[config.mk]
export PLATFORM = sky130hd
export DESIGN_NAME = serial_pin_share
export DESIGN_NICKNAME = d
export VERILOG_FILES = /design/src/rtl/sps_pkg.sv /design/src/rtl/sps_sync.sv /design/src/rtl/sps_handover.sv /design/src/rtl/sps_steer.sv /design/src/rtl/serial_pin_share.sv
export SDC_FILE = /design/constraint.sdc
export NUM_CORES = 1
export LEC_CHECK = 0
export ABC_CLOCK_PERIOD_IN_PS = 3000
export CAP_MARGIN = 20
export CORE_AREA = 2 2 39 41
export CTS_BUF_LIST = sky130_fd_sc_hd__clkbuf_4 sky130_fd_sc_hd__clkbuf_8
export CTS_CLUSTER_DIAMETER = 50
export DETAILED_ROUTE_END_ITERATION = 8
export DIE_AREA = 0 0 41 43
export PLACE_DENSITY = 0.71
export SYNTH_ARGS = -nofsm -noshare
export SYNTH_HDL_FRONTEND = slang
export SYNTH_SLANG_ARGS = --single-unit
[constraint.sdc]
create_clock -name clk -period 3 [get_ports clk]
set_input_delay 0.6 -clock clk [delete_from_list [all_inputs] [get_ports clk]]
set_output_delay 0.6 -clock clk [all_outputs]
set_load 0.05 [all_outputs]
[src/rtl/sps_pkg.sv]
package sps_pkg;

  typedef enum logic [1:0] {
    ST_EE  = 2'd0,
    ST_GAP = 2'd1,
    ST_SP  = 2'd2
  } own_state_e;

  typedef enum logic {
    OWN_EE = 1'b0,
    OWN_SP = 1'b1
  } owner_e;

  // Requested owner from the strap and the synchronized mode bit.
  function automatic owner_e pick_owner(input logic strap, input logic mode);
    return (strap && !mode) ? OWN_EE : OWN_SP;
  endfunction

  // Steered output bit: selected driver's value, or 0 when nobody owns.
  function automatic logic steer_bit(input logic ee_sel, input logic sp_sel,
                                     input logic ee_v, input logic sp_v);
    return (ee_sel & ee_v) | (sp_sel & sp_v);
  endfunction

endpackage

[src/rtl/sps_sync.sv]
module sps_sync #(
  parameter int STAGES = 2
) (
  input  logic clk,
  input  logic rst_n,
  input  logic d,
  output logic q
);
  logic [STAGES-1:0] chain;

  generate
    for (genvar i = 0; i < STAGES; i++) begin : g_stage
      if (i == 0) begin : g_first
        always_ff @(posedge clk or negedge rst_n) begin
          if (!rst_n) chain[0] <= 1'b0;
          else        chain[0] <= d;
        end
      end else begin : g_next
        always_ff @(posedge clk or negedge rst_n) begin
          if (!rst_n) chain[i] <= 1'b0;
          else        chain[i] <= chain[i-1];
        end
      end
    end
  endgenerate

  assign q = chain[STAGES-1];
endmodule

[src/rtl/sps_handover.sv]
module sps_handover
  import sps_pkg::*;
#(
  parameter int GAP_CYCLES = 2
) (
  input  logic   clk,
  input  logic   rst_n,
  input  owner_e target,
  output logic   ee_hold,
  output logic   sp_sel,
  output logic   gap_active
);
  localparam int CW = (GAP_CYCLES < 2) ? 1 : $clog2(GAP_CYCLES + 1);

  own_state_e    state;
  logic [CW-1:0] cnt;
  logic          gap_last;

  assign gap_last = (cnt == CW'(1));

  always_ff @(posedge clk or negedge rst_n) begin
    if (!rst_n) begin
      state <= ST_EE;
      cnt   <= '0;
    end else begin
      case (state)
        ST_EE: if (target == OWN_SP) begin
          state <= ST_GAP;
          cnt   <= CW'(GAP_CYCLES);
        end
        ST_SP: if (target == OWN_EE) begin
          state <= ST_GAP;
          cnt   <= CW'(GAP_CYCLES);
        end
        ST_GAP: begin
          if (gap_last) state <= (target == OWN_SP) ? ST_SP : ST_EE;
          else          cnt   <= cnt - CW'(1);
        end
        default: state <= ST_EE;
      endcase
    end
  end

  assign ee_hold    = (state == ST_EE);
  assign sp_sel     = (state == ST_SP);
  assign gap_active = (state == ST_GAP);
endmodule

[src/rtl/sps_steer.sv]
module sps_steer
  import sps_pkg::*;
(
  input  logic ee_sel,
  input  logic sp_sel,
  input  logic ee_sclk_o,
  input  logic ee_sclk_oe,
  input  logic ee_mosi_o,
  input  logic ee_mosi_oe,
  input  logic ee_cs_o,
  input  logic sp_txclk_o,
  input  logic sp_txclk_oe,
  input  logic sp_txd_o,
  input  logic sp_txd_oe,
  input  logic pad_tclk_i,
  input  logic pad_rdat_i,
  input  logic pad_clks_i,
  input  logic gpio_en,
  input  logic gpio_dir,
  input  logic gpio_val,
  output logic pad_tclk_o,
  output logic pad_tclk_oe,
  output logic pad_tdat_o,
  output logic pad_tdat_oe,
  output logic pad_cs_o,
  output logic pad_clks_o,
  output logic pad_clks_oe,
  output logic ee_miso_i,
  output logic sp_txclk_i,
  output logic sp_rxd_i,
  output logic sp_clks_i,
  output logic gpio_in
);
  logic gpio_drives;

  always_comb begin
    pad_tclk_o  = steer_bit(ee_sel, sp_sel, ee_sclk_o,  sp_txclk_o);
    pad_tclk_oe = steer_bit(ee_sel, sp_sel, ee_sclk_oe, sp_txclk_oe);
    pad_tdat_o  = steer_bit(ee_sel, sp_sel, ee_mosi_o,  sp_txd_o);
    pad_tdat_oe = steer_bit(ee_sel, sp_sel, ee_mosi_oe, sp_txd_oe);
    pad_cs_o    = ee_sel & ee_cs_o;
    ee_miso_i   = ee_sel & pad_rdat_i;
    sp_rxd_i    = sp_sel & pad_rdat_i;
    sp_txclk_i  = sp_sel & pad_tclk_i;
  end

  assign gpio_drives = gpio_en & gpio_dir;
  assign pad_clks_oe = gpio_drives;
  assign pad_clks_o  = gpio_drives & gpio_val;
  assign gpio_in     = gpio_en & pad_clks_i;
  assign sp_clks_i   = ~gpio_en & pad_clks_i;
endmodule

[src/rtl/serial_pin_share.sv]
module serial_pin_share
  import sps_pkg::*;
#(
  parameter int SYNC_STAGES = 2,
  parameter int GAP_CYCLES  = 2
) (
  input  logic clk,
  input  logic rst_n,
  input  logic strap_bus_en,
  input  logic mode_sel,
  input  logic ee_sclk_o,
  input  logic ee_sclk_oe,
  input  logic ee_mosi_o,
  input  logic ee_mosi_oe,
  input  logic ee_cs_o,
  output logic ee_miso_i,
  input  logic sp_txclk_o,
  input  logic sp_txclk_oe,
  input  logic sp_txd_o,
  input  logic sp_txd_oe,
  output logic sp_txclk_i,
  output logic sp_rxd_i,
  output logic sp_clks_i,
  input  logic gpio_en,
  input  logic gpio_dir,
  input  logic gpio_val,
  output logic gpio_in,
  input  logic pad_tclk_i,
  output logic pad_tclk_o,
  output logic pad_tclk_oe,
  input  logic pad_rdat_i,
  output logic pad_tdat_o,
  output logic pad_tdat_oe,
  output logic pad_cs_o,
  input  logic pad_clks_i,
  output logic pad_clks_o,
  output logic pad_clks_oe
);
  logic   mode_sync;
  owner_e target;
  logic   ee_hold;
  logic   ee_sel;
  logic   sp_sel;
  logic   gap_active;

  sps_sync #(.STAGES(SYNC_STAGES)) u_sync (
    .clk(clk), .rst_n(rst_n), .d(mode_sel), .q(mode_sync)
  );

  assign target = pick_owner(strap_bus_en, mode_sync);

  sps_handover #(.GAP_CYCLES(GAP_CYCLES)) u_hand (
    .clk(clk), .rst_n(rst_n), .target(target),
    .ee_hold(ee_hold), .sp_sel(sp_sel), .gap_active(gap_active)
  );

  assign ee_sel = ee_hold & strap_bus_en;

  sps_steer u_steer (
    .ee_sel(ee_sel), .sp_sel(sp_sel),
    .ee_sclk_o(ee_sclk_o), .ee_sclk_oe(ee_sclk_oe),
    .ee_mosi_o(ee_mosi_o), .ee_mosi_oe(ee_mosi_oe), .ee_cs_o(ee_cs_o),
    .sp_txclk_o(sp_txclk_o), .sp_txclk_oe(sp_txclk_oe),
    .sp_txd_o(sp_txd_o), .sp_txd_oe(sp_txd_oe),
    .pad_tclk_i(pad_tclk_i), .pad_rdat_i(pad_rdat_i), .pad_clks_i(pad_clks_i),
    .gpio_en(gpio_en), .gpio_dir(gpio_dir), .gpio_val(gpio_val),
    .pad_tclk_o(pad_tclk_o), .pad_tclk_oe(pad_tclk_oe),
    .pad_tdat_o(pad_tdat_o), .pad_tdat_oe(pad_tdat_oe),
    .pad_cs_o(pad_cs_o), .pad_clks_o(pad_clks_o), .pad_clks_oe(pad_clks_oe),
    .ee_miso_i(ee_miso_i), .sp_txclk_i(sp_txclk_i), .sp_rxd_i(sp_rxd_i),
    .sp_clks_i(sp_clks_i), .gpio_in(gpio_in)
  );
endmodule

==> After elaboration in Yosys (flattened, before gate mapping) <==
Index checks and enable logic that the tools add are counted.
{ "op_classes": {"n_addsub": 1, "eq_ne": 7, "n_mux": 9, "bitwise": 22, "reduce_logical": 6} }
{ "op_table": {"columns": ["op", "n"], "rows": [
  ["$and A1 B1 Y1", 17],
  ["$mux W2", 7],
  ["$pmux W2 S3", 2],
  ["$ne A2 B2 Y1 const B", 3],
  ["$eq A2 B1 Y1 const B", 2],
  ["$or A1 B1 Y1", 4],
  ["$reduce_and A4 Y1", 1],
  ["$reduce_and A3 Y1", 1],
  ["$reduce_bool A3 Y1", 1],
  ["$eq A2 B2 Y1 const B", 1],
  ["$logic_not A2 Y1", 1],
  ["$ne A2 B1 Y1 const B", 1],
  ["$sub A2 B1 Y2 const B", 1],
  ["$logic_and A1 B1 Y1", 1],
  ["$logic_not A1 Y1", 1],
  ["$not A1 Y1", 1]
]} }
{ "totals": {"regBits": 6, "output_inout_bits": 12} }

==> Longest topological paths before layout <==
{ "depth": {"depth_word": 5, "ltp_mapped": 5, "mapped_depth_nobuf": 5} }

==> Modules after synthesis <==
From an unflattened synthesis, not the netlist that was laid out.
{ "hier_totals": {"hier_cells": 35, "area_unflattened_um2": 351.6} }
{ "modules_own_cells": {"columns": ["module", "instances", "cells_each", "area_per_inst_um2", "seq_area_each_um2"], "rows": [
  ["sps_handover", 1, 19, 201.4, 100.1],
  ["sps_steer", 1, 12, 87.6, 0.0],
  ["sps_sync", 1, 2, 50.0, 50.0],
  ["serial_pin_share", 1, 2, 12.5, 0.0]
]} }

==> Worst setup path before layout <==
Ideal clock, no wire load.
{ "synth_path": {"path_kind": "input to output", "from": "input strap_bus_en", "to": "output pad_tclk_o", "arrival_ns": 1.554, "required_ns": 2.400, "slack_ns": 0.846, "cell_stages": 3, "path_cell_list": "nor2b_1 > a22oi_1 > nor2_1"} }
{ "synth_via": {"elab_chain_len": 3} }
{ "synth_rtl": {"columns": ["item", "line_no", "text"], "rows": [
  ["from (decl)", "serial_pin_share.sv:9", "input logic strap_bus_en,"],
  ["$and A1 B1 Y1", "serial_pin_share.sv:57", "assign ee_sel = ee_hold & strap_bus_en;"],
  ["$and A1 B1 Y1", "sps_pkg.sv:22", "return (ee_sel & ee_v) | (sp_sel & sp_v);"],
  ["$or A1 B1 Y1", "sps_pkg.sv:22", null],
  ["to (decl)", "serial_pin_share.sv:29", "output logic pad_tclk_o,"]
]} }
No other way between the ends.

==> Worst setup path after layout <==
{ "layout_path": {"from": "input gpio_en", "to": "output pad_clks_o"} }
{ "layout_via": {"elab_chain_len": 2} }
{ "layout_rtl": {"columns": ["item", "line_no", "text"], "rows": [
  ["from (decl)", "serial_pin_share.sv:24", "input logic gpio_en,"],
  ["$and A1 B1 Y1", "sps_steer.sv:47", "assign gpio_drives = gpio_en & gpio_dir;"],
  ["$and A1 B1 Y1", "sps_steer.sv:49", "assign pad_clks_o = gpio_drives & gpio_val;"],
  ["to (decl)", "serial_pin_share.sv:36", "output logic pad_clks_o,"]
]} }
No other way between the ends.

==> out/summary.md <==
STA classifies the critical path endpoint as a primary output. The hold buffer count at cts was 0; the internal reg-to-reg setup slack was 1610 ps. Per report_power, the combinational group accounts for 56.0% of the total. For this design the top-level I/O count stands at 31. The run gives 13 as the maximum number of pins on one net before global-route repair. The first detailed-routing pass ran for 2 iterations. For the number of standard-cell rows in the floorplan, the log shows 14. Summing every instance area after synthesis gives 374 um^2. The number of port buffers was 30. After synthesis, the mean cell area works out to 8.70 um^2.

Type of the most critical hold path: flop to flop. In this run the critical register-to-register path is launched from u_hand.state[1]. The number of global-route vias before repair is 350. At the worst endpoint, the required time is 2400 ps. The number of different library cells used by synthesis comes to 18. The largest voltage drop on the vdd net came out at 383 uV. After the first detailed-routing iteration, the DRC count stood at 5. The worst setup skew after layout was 1.68 ps. The switching share of power works out to 41.3%. Dividing the detail-routed wire length by the instance count gives 9.98 um. Number of synthesis warnings: 0.

For this configuration, the core starts out at a cell density of 27.0%. Summed over all nets, the switching power comes to 0.000201 W. In this run, post-CTS repair resized a total of 0 instances. The clock network is responsible for 14.4% of the overall power. The detail route stage leaves a number of antenna-violating nets equal to 0. For the post-layout utilization of the core, the log shows 53.7%. The slowest stage of the critical path is the clkdlybuf4s50_1 cell.

Timing would allow up to 0.378 GHz. The clock root buffer was clkbuf_4. The count of max-cap constraint violations was 0. Per report_power, the sequential group accounts for 29.6% of the total. Setup repair after global routing left no endpoint under its margin.

In this design, the stage delay of the slowest critical-path cell is 790 ps. On the final layout, the worst hold slack is 349 ps. The most used cell along the critical path was clkdlybuf4s50_1. The clock reaches the later pin of the worst-skew pair after 240 ps. Measured against its own limit, the worst slew margin works out to 66.5%. The via count is 414, and the transition time at the pin with the least slew margin is 501 ps. The initial antenna violation count was 0. Counting every instance in the synthesized netlist gives 43.

The number of cells on the worst reg-to-reg path is 3. The synthesized design contains 0 enable-type register cells. The logs give 1 for the H-tree level count and 134 for the fill cell instance count of the final layout. TritonCTS built the clock tree. When the netlist entered floorplanning its net count stood at 63.

The number of cells on the worst hold path came out at 0. The kind of cell adding the most delay to the critical path is buffers and inverters. The run gives 40.1% as the sequential area share after synthesis. The run gives 0 as the count of endpoints failing setup in the final report.

The total placed cells including tap cells is 87, and the power per cell area is 654 nW/um^2. Once layout is complete, the cells apart from fillers number 90. After synthesis the netlist holds a flip-flop and latch count of 6.

The buffering stage count on the worst path with inverters included is 2, and the global-route wire length before repair is 1390 um. After layout, the worst path uses 88.1% of the clock period. The number of antenna diodes in the final layout is 0. The number of clock buffers added by TritonCTS is 3. At the end of routability-driven placement, the weighted congestion stood at 0.658.

The run gives 0 as the count of endpoints failing hold in the final timing report. The internal power of the cells totals 0.000285 W. For this block, the routed nets add up to 898 um of wire. Walking the worst path, the cells encountered are clkdlybuf4s50_1, and3_1, clkdlybuf4s50_1. For hold timing, the worst endpoint is u_sync.q. The worst hold path begins at u_sync.chain[0]. Post-CTS timing repair inserted 0 buffers for setup. Clock period minus final worst setup slack: 2640 ps. The endpoint identified for the worst register-to-register timing path is u_hand.cnt[1]. Once detailed placement completed, the half-perimeter wirelength came to 755 um.

The sort of element at the start of the critical path was a primary input. Global routing used 11.9% of the available tracks. For the number of sinks handled by clock tree synthesis, the log shows 6. The tools report the final-report max-slew violation count as 0. By startpoint and endpoint, the worst setup path is classified as primary input to primary output. Compared with the post-synthesis result, the final layout area differs by 98.7%. The data arrival time of the critical path came out at 2040 ps. The total number of nets in the final design is 96, and the maximum fanout encountered on the critical timing path is 4. For this run, the leading register cell type out of synthesis is dfrtp_1. The floorplan step defined a die boundary enclosing 1760 um^2.

The per-cell via count in the routed design works out to 4.60. The run gives 0 as the overall overflow remaining after global route. The post-detailed-route DRC marker count was 0. The x dimension of the die came out at 41 um. The total area inside the core boundary comes to 1380 um^2. The share of async-settable or async-resettable flops after synthesis works out to 100%. The flow ran to the end, and the final reports show no timing, DRC or antenna violations. Measured along the y axis, the die boundary spans 43 um. In this run the static leakage power is 0.328 nW.

The post-route netlist has 14.9% of its cells at a drive strength greater than 1. The total negative setup slack is 0 ps, and the clock transition at the registers of the reported paths is 40 ps. Counting along the longest clock path gives a buffer depth of 2.
==> sequential cells by signal (all words and copies together), names as in the netlist <==
register      count
u_sync.q          1
u_hand.state      2
u_sync.chain      1
u_hand.cnt        2
==> logic make-up (layout without fill, tap and decap cells) <==
family | count (synthesis) | in the layout | synth area share (%)
and+or+nand+nor | 20 | 20 | 31.8
adders and majority gates | 1 | 1 | 3.34
AOI/OAI and AO/OA | 9 | 9 | 17.4
buffers and inverters | 7 | 38 | 7.36
DFF | 6 | 6 | 40.1
==> worst register-to-register path, stage by stage, from the launching register on <==
cell	delay, ps
dfrtp_1	500
or4b_4	560
o211ai_2	110
a21oi_1	100
==> layout by cell type, fill, tap and decap left out <==
master,netlist,routed
nor2_1,7,7
clkdlybuf4s50_1,0,24
ha_1,1,1
nor2b_1,3,3
and2_1,2,2
nand3_1,1,1
a22oi_1,4,4
clkbuf_4,0,3
inv_1,5,5
or4b_4,1,1
a21o_1,1,1
and3_1,3,3
o21ai_1,1,1
nor4b_1,2,2
nand2b_1,1,1
buf_4,0,2
o211ai_2,1,1
buf_12,0,4
a21oi_1,2,2
dfrtp_1,6,6
==> stage by stage <==
step	cell area (um^2)	total power [W]	setup WS (ps)
finish	743	0.000486	357
detailed placement	721	0.000420	353
global placement	721	0.000414	361
floorplan	374	0.000316	846
CTS	743	0.000495	353
global route	743	0.000526	306
==> cells in the mapped netlist, types with 2 or more instances <==
cell	count	area share, %
a21oi_1	2	2.7
a22oi_1	4	8.0
and2_1	2	3.3
and3_1	3	5.0
dfrtp_1	6	40
inv_1	5	5.0
nor2_1	7	7.0
nor2b_1	3	5.0
nor4b_1	2	4.7
==> power by group through the flow <==
stage,combinational [W],sequential [W],clock [W]
global placement,0.000271,0.000144,0
CTS,0.000277,0.000143,0.0000748
global route,0.000295,0.000150,0.0000806
finish,0.000272,0.000144,0.0000699
detailed placement,0.000276,0.000144,0
floorplan,0.000197,0.000120,0
==> layout make-up <==
class | count | area [um^2] | area share [%]
timing repair buffer | 30 | 335 | 45.1
multi-input combinational | 30 | 196 | 26.4
clock buffer | 3 | 22.5 | 3.03
sequential | 6 | 150 | 20.2
inverter | 5 | 18.8 | 2.53
tap | 16 | 20.0 | 2.69
==> worst max-delay path by stage <==
stage / start / endpoint / depth (start not counted)
CTS: gpio_en / pad_clks_o / 3
finish: gpio_en / pad_clks_o / 3
floorplan: strap_bus_en / pad_tclk_o / 3
detailed placement: gpio_en / pad_clks_o / 3
global route: gpio_en / pad_clks_o / 3
global placement: gpio_en / pad_clks_o / 3
==> layer usage <==
| metal | routed length (um) | track usage [%] | up-vias |
|---|---|---|---|
| li1 | - | - | 212 |
| met1 | 352 | 13.7 | 181 |
| met2 | 413 | 16.6 | 21 |
| met3 | 131 | 5.76 | 0 |
| met4 | 0 | 8.00 | 0 |
| met5 | 0 | 0 | - |
No activity file was read; power rests on OpenSTA's default activity.
